### src/rtl/chien_pkg.sv
`timescale 1ns/1ps
package chien_pkg;

  typedef enum logic [1:0] {
    ST_IDLE = 2'd0,
    ST_SCAN = 2'd1,
    ST_DONE = 2'd2
  } scan_state_e;

  // elaboration-time field product, fields up to 16 bits
  function automatic logic [15:0] gf_mul_c(input logic [15:0] a, input logic [15:0] b,
                                           input int m, input logic [16:0] poly);
    logic [15:0] acc;
    logic [16:0] sh;
    acc = '0;
    sh  = {1'b0, a};
    for (int i = 0; i < 16; i++) begin
      if (i < m) begin
        if (b[i]) acc ^= sh[15:0];
        sh = {sh[15:0], 1'b0};
        if (sh[m]) sh ^= poly;
      end
    end
    return acc;
  endfunction

  function automatic logic [15:0] gf_alpha_pow(input int e, input int m, input logic [16:0] poly);
    logic [15:0] r;
    r = 16'd1;
    for (int i = 0; i < e; i++) r = gf_mul_c(r, 16'd2, m, poly);
    return r;
  endfunction

endpackage

### src/rtl/chien_bank.sv
`timescale 1ns/1ps
module chien_bank import chien_pkg::*; #(
  parameter int         M    = 8,
  parameter logic [M:0] POLY = 9'h11D,
  parameter int         N    = 40,
  parameter int         NT   = 5
) (
  input  logic          clk_i,
  input  logic          rst_ni,
  input  logic          load_i,
  input  logic          step_i,
  input  logic [NT*M-1:0] coef_i,
  output logic [M-1:0]  sum_o
);
  localparam int NFULL = (1 << M) - 1;
  localparam int SHIFT = NFULL - N + 1;  // alpha^SHIFT = alpha^-(N-1): first received symbol

  function automatic logic [M-1:0] mul_m(input logic [M-1:0] a, input logic [M-1:0] b);
    logic [M-1:0] acc, x;
    acc = '0;
    x   = a;
    for (int i = 0; i < M; i++) begin
      if (b[i]) acc ^= x;
      x = x[M-1] ? ({x[M-2:0], 1'b0} ^ POLY[M-1:0]) : {x[M-2:0], 1'b0};
    end
    return acc;
  endfunction

  logic [NT*M-1:0] terms_w;

  for (genvar gi = 0; gi < NT; gi++) begin : g_term
    localparam logic [15:0] SCALE = gf_alpha_pow((gi * SHIFT) % NFULL, M, 17'(POLY));
    localparam logic [15:0] STEP  = gf_alpha_pow(gi, M, 17'(POLY));
    logic [M-1:0] r_q;

    always_ff @(posedge clk_i or negedge rst_ni) begin
      if (!rst_ni)     r_q <= '0;
      else if (load_i) r_q <= mul_m(coef_i[gi*M +: M], SCALE[M-1:0]);
      else if (step_i) r_q <= mul_m(r_q, STEP[M-1:0]);
    end

    assign terms_w[gi*M +: M] = r_q;
  end

  always_comb begin
    sum_o = '0;
    for (int i = 0; i < NT; i++) sum_o ^= terms_w[i*M +: M];
  end

endmodule

### src/rtl/chien_ctrl.sv
`timescale 1ns/1ps
module chien_ctrl import chien_pkg::*; #(
  parameter int N  = 40,
  parameter int DW = 3,
  parameter int PW = 6
) (
  input  logic          clk_i,
  input  logic          rst_ni,
  input  logic          start_i,
  input  logic [DW-1:0] deg_i,
  input  logic          root_i,
  output logic          active_o,
  output logic          step_o,
  output logic [PW-1:0] pos_o,
  output logic          done_o,
  output logic          fail_o,
  output logic [DW-1:0] cnt_o
);
  scan_state_e   st_q;
  logic [DW-1:0] deg_q, cnt_q, cnt_nx;
  logic [PW-1:0] pos_q;
  logic          fail_q, all_found, at_end;

  assign cnt_nx    = cnt_q + DW'(root_i);
  assign all_found = (cnt_nx == deg_q);   // failure comparator doubles as shut-off
  assign at_end    = (pos_q == PW'(N - 1));

  always_ff @(posedge clk_i or negedge rst_ni) begin
    if (!rst_ni) begin
      st_q   <= ST_IDLE;
      deg_q  <= '0;
      cnt_q  <= '0;
      pos_q  <= '0;
      fail_q <= 1'b0;
    end else if (start_i) begin
      deg_q  <= deg_i;
      cnt_q  <= '0;
      pos_q  <= '0;
      fail_q <= 1'b0;
      st_q   <= (deg_i == '0) ? ST_DONE : ST_SCAN;
    end else if (st_q == ST_SCAN) begin
      cnt_q <= cnt_nx;
      if (all_found) begin
        st_q <= ST_DONE;
      end else if (at_end) begin
        st_q   <= ST_DONE;
        fail_q <= 1'b1;
      end else begin
        pos_q <= pos_q + PW'(1);
      end
    end
  end

  assign active_o = (st_q == ST_SCAN);
  assign step_o   = active_o && !all_found && !at_end;
  assign done_o   = (st_q == ST_DONE);
  assign fail_o   = fail_q;
  assign pos_o    = pos_q;
  assign cnt_o    = cnt_q;

endmodule

### src/rtl/chien_search.sv
`timescale 1ns/1ps
module chien_search #(
  parameter int         M    = 8,
  parameter logic [M:0] POLY = 9'h11D,
  parameter int         N    = 40,
  parameter int         T    = 4
) (
  input  logic                 clk_i,
  input  logic                 rst_ni,
  input  logic                 start_i,
  input  logic [$clog2(T+1)-1:0] loc_deg_i,
  input  logic [(T+1)*M-1:0]   loc_coef_i,
  input  logic [T*M-1:0]       mag_coef_i,
  output logic                 pos_valid_o,
  output logic [$clog2(N)-1:0] pos_o,
  output logic                 err_loc_o,
  output logic                 inv_req_o,
  output logic [M-1:0]         mag_eval_o,
  output logic                 done_o,
  output logic                 fail_o,
  output logic [$clog2(T+1)-1:0] root_cnt_o
);
  localparam int K  = N - 2 * T;
  localparam int DW = $clog2(T + 1);
  localparam int PW = $clog2(N);

  logic [M-1:0] loc_sum, mag_sum;
  logic         active, step;

  chien_bank #(.M(M), .POLY(POLY), .N(N), .NT(T + 1)) u_loc_bank (
    .clk_i  (clk_i),
    .rst_ni (rst_ni),
    .load_i (start_i),
    .step_i (step),
    .coef_i (loc_coef_i),
    .sum_o  (loc_sum)
  );

  chien_bank #(.M(M), .POLY(POLY), .N(N), .NT(T)) u_mag_bank (
    .clk_i  (clk_i),
    .rst_ni (rst_ni),
    .load_i (start_i),
    .step_i (step),
    .coef_i (mag_coef_i),
    .sum_o  (mag_sum)
  );

  chien_ctrl #(.N(N), .DW(DW), .PW(PW)) u_ctrl (
    .clk_i    (clk_i),
    .rst_ni   (rst_ni),
    .start_i  (start_i),
    .deg_i    (loc_deg_i),
    .root_i   (err_loc_o),
    .active_o (active),
    .step_o   (step),
    .pos_o    (pos_o),
    .done_o   (done_o),
    .fail_o   (fail_o),
    .cnt_o    (root_cnt_o)
  );

  assign pos_valid_o = active;
  assign err_loc_o   = active && (loc_sum == '0);
  assign inv_req_o   = err_loc_o && (pos_o < PW'(K));  // parity symbols are never corrected
  assign mag_eval_o  = inv_req_o ? mag_sum : '0;

endmodule

### config.mk
export PLATFORM = sky130hd
export DESIGN_NAME = chien_search
export DESIGN_NICKNAME = d
export VERILOG_FILES = /design/src/rtl/chien_pkg.sv /design/src/rtl/chien_bank.sv /design/src/rtl/chien_ctrl.sv /design/src/rtl/chien_search.sv
export SDC_FILE = /design/constraint.sdc
export NUM_CORES = 1
export LEC_CHECK = 0
export BUFFER_PORTS_ARGS = -buffer_cell sky130_fd_sc_hd__buf_2
export CORE_ASPECT_RATIO = 2
export CORE_MARGIN = 2
export CORE_UTILIZATION = 55
export DETAILED_ROUTE_END_ITERATION = 7
export GPL_TIMING_DRIVEN = 0
export PLACE_DENSITY = 0.78
export SETUP_SLACK_MARGIN = 0.15
export SLEW_MARGIN = 20
export SYNTH_ARGS = -nofsm -noshare
export SYNTH_HDL_FRONTEND = slang
export SYNTH_SLANG_ARGS = --single-unit
### constraint.sdc
create_clock -name clk_i -period 4.3 [get_ports clk_i]
set_input_delay 0 -clock clk_i [delete_from_list [all_inputs] [get_ports clk_i]]
set_output_delay 0 -clock clk_i [all_outputs]
set_load 0.02 [all_outputs]
==> flow_metrics.tcl <==
set metrics [dict create \
    final_common_cell "xnor2_1" \
    grt_max_degree 46 \
    synthTopCellsByArea "dfrtp_1 (36%), xnor2_1 (23%), a22oi_1 (4.1%)" \
    drt-total-wl_mm 19.88 \
    hp-class "primary input to flip-flop" \
    max_freq_mhz 264.2 \
    async_flop_share_pct 100.0 \
    yosysTopAreaCell "dfrtp_1" \
    via_count 5610 \
    outcome "complete, but fails checks" \
    final_nets 839 \
    synth_warnings 0 \
    fill_cells 881 \
    dp.cells 856 \
    worstSetupPathType "flip-flop to flip-flop" \
    r2r-start "u_loc_bank.g_term[4].r_q[4]" \
    p_leak_nw 3.009 \
    end_kind "flip-flop" \
    crit_arrival_ps 4050 \
    synth_area_mm2 0.006093 \
    clkTransAtPathRegs_ps 70 \
    min_period_over_period_pct 88.04 \
    die_w_um 78.43 \
    hold_end "u_loc_bank.g_term[3].r_q[1]" \
    hold_viol 2 \
    ff2ff_setup_slack_ps 510 \
    floorplan.initialDensity_pct 56.02 \
    final_antenna_net_count 0 \
    grt_pass1_vias 5782 \
    syn-instance-count 617 \
    max_slew_margin_pct 30.48 \
    cellPowerDensity_mw_per_mm2 433.6 \
    cts_root_buffer "clkbuf_16" \
    min-delay-start "loc_coef_i[25]" \
    cp-start-kind "flip-flop" \
    min_period_ps 3786 \
    cts_sinks 87 \
    multi_input_area_mm2 0.003655 \
    ys_seq_area_share_pct 35.73 \
    violations "negative hold slack" \
    dieArea_mm2 0.01199 \
    antenna_found_initial 0 \
    gp_congestion 0.9640 \
    max_slew.worst_pin.slew_ps 1043 \
    worst_slack_ps 514.4 \
    stdcell_count 903 \
    grt_first_pass_wirelength_mm 31.22 \
    cp.required_ps 4560 \
    maxSlewViolCount 0 \
    ff_latch_area_mm2 0.002177 \
    synth_top_cell_area_share_pct 35.73 \
    whs_ps -5.162 \
    drc_errors 0 \
    critPathMaxFanout 10 \
    min_path_cells 3 \
    cp_cell_sequence "buf_4 -> xnor3_1 -> xnor2_1 -> nand3_2 -> nor3_1 -> ha_1 -> ha_1 -> xor3_1 -> o31ai_4 -> clkbuf_2 -> o21ai_0 -> a22oi_1" \
    synth_edf_count 0 \
    tns_ps 0 \
    crit_top_cell "ha_1" \
    cts_buffers 9 \
    avgSynthCellArea_um2 9.876 \
    insertion_delay_ps 350 \
    slowest_delay_ps 490 \
    antennaDiodeCount 0 \
    synth_nets 698 \
    viasPerCell 6.213 \
    ioPinCount 100 \
    drive_above_1_share_pct 22.54 \
    dr.pass1.iters 6 \
    reg2regPathDepth 12 \
    drt-wirelength-per-cell_um 22.01 \
    finalClockSkew_ps 6.047 \
    dr.first_iter.drc_count 476 \
    die_h_um 152.9 \
    synth_cell_types 42 \
    area_growth_pct 21.23 \
    worst_path_max_delay_cell "xor3_1" \
    htree_num_levels 3 \
    cts_tree "done" \
    final_cell_mix "xnor2_1 (158), buf_2 (102), dfrtp_1 (87)" \
    rsz0062_at_grt "false" \
    portBuffers 98 \
    ir_drop_mv 0.2859 \
    setup_viol_count_final 0 \
    pre_cts_ws_ps 122.7 \
    clockBufferDepth 2 \
    yosys_most_used_dff "dfrtp_1" \
    track_usage_pct 34.36 \
    cap_violations 0 \
    hpwl_mm 14.36 \
    reg2reg_to "u_loc_bank.g_term[2].r_q[1]" \
    synth_seq_cells 87 \
    grt-ovfl-total 0 \
    std_cell_rows 54 \
    core_area_mm2 0.01088 \
]
==> kinds of logic after synthesis <==
logic type      after synthesis  share of synthesized area (%)
buf+inv                      58                          4.373
xor+xnor                    195                          30.31
fa+ha+maj                     3                         0.6161
mux                          19                          3.511
simple gates                 71                          6.119
flops                        87                          35.73
compound gates              184                          19.34
==> flip-flops by register name, summed over array words and instances (netlist names) <==
register               count
u_ctrl.deg_q               3
u_ctrl.cnt_o               3
u_ctrl.pos_o               6
u_ctrl.st_q                2
u_ctrl.fail_o              1
u_mag_bank.g_term.r_q     32
u_loc_bank.g_term.r_q     40
==> cells in the mapped netlist (all sizes together), types with 3 or more instances <==
master	count
a21oi	29
a22oi	33
a31o	16
a31oi	38
buf	17
clkbuf	35
dfrtp	87
ha	3
inv	5
mux2	19
nand2	26
nand3	5
nand4	3
nor2	11
nor2b	3
nor4b	8
o21ai	54
o31a	5
o31ai	5
or3	4
xnor2	158
xnor3	9
xor2	27
==> through the flow <==
| stage | util (%) | hold WS, ps | total power, mW | cell area [um^2] |
|---|---|---|---|---|
| floorplan | - | -295.6 | 2.046 | 6093 |
| global placement | 62.13 | 232.3 | 2.348 | 6759 |
| detailed placement | 62.41 | 46.39 | 2.384 | 6789 |
| CTS | 67.71 | 0.5964 | 3.159 | 7366 |
| global route | 67.91 | 9.405 | 3.350 | 7387 |
| finish | 67.91 | -5.162 | 3.203 | 7387 |
==> worst max-delay path: cells and delay by family (launching register included) <==
family                     cells  cell delay (ps)
DFF                            1              360
and+or+nand+nor                2              580
adders and majority gates      2              400
AOI/OAI and AO/OA              3              720
xor gates and xnor gates       3             1080
buffers and inverters          2              570
==> layer usage <==
metal | vias up | track usage (%) | part of all wire [%]
li1 | 2471 | - | -
met1 | 2756 | 39.13 | 36
met2 | 303 | 60.30 | 53
met3 | 80 | 5.195 | 6.0
met4 | 0 | 19.21 | 5.2
met5 | - | 0 | 0
==> worst max-delay path by stage <==
stage / endpoint / slack, ps / start
5_1_grt: u_loc_bank.g_term[4].r_q[3] / 270 / u_loc_bank.g_term[4].r_q[4]
4_1_cts: u_loc_bank.g_term[2].r_q[7] / 220 / u_loc_bank.g_term[3].r_q[5]
2_1_floorplan: u_mag_bank.g_term[3].r_q[7] / 650 / u_loc_bank.g_term[3].r_q[7]
3_5_place_dp: u_loc_bank.g_term[2].r_q[1] / 120 / u_loc_bank.g_term[3].r_q[5]
3_3_place_gp: u_mag_bank.g_term[1].r_q[1] / 240 / u_loc_bank.g_term[3].r_q[5]
6_report: u_loc_bank.g_term[2].r_q[1] / 510 / u_loc_bank.g_term[4].r_q[4]
==> final cells by class <==
class                      count  share of cell area, %
inverter                       6                 0.3049
buffer                        52                  3.354
clock buffer                  10                  3.235
tap                          140                  2.371
clock inverter                 6                 0.6098
timing repair buffer         130                  11.18
multi-input combinational    472                  49.48
sequential                    87                  29.47
==> power breakdown <==
group	internal, mW	switching, mW	leakage (nW)
Combinational	0.669	0.658	1.85
Sequential	0.956	0.160	1.03
Clock	0.409	0.351	0.131
Total	2.03	1.17	3.01
==> what timing repair did <==
item | CTS | global route
endpoints found under the hold margin | 72 | 0
setup endpoints to repair | 7 | 29
resized for setup | 2 | 4
pin swaps | 0 | 1
setup buffers | 0 | 2
hold buffers | 29 | 0
No activity file was read; power rests on OpenSTA's default activity.
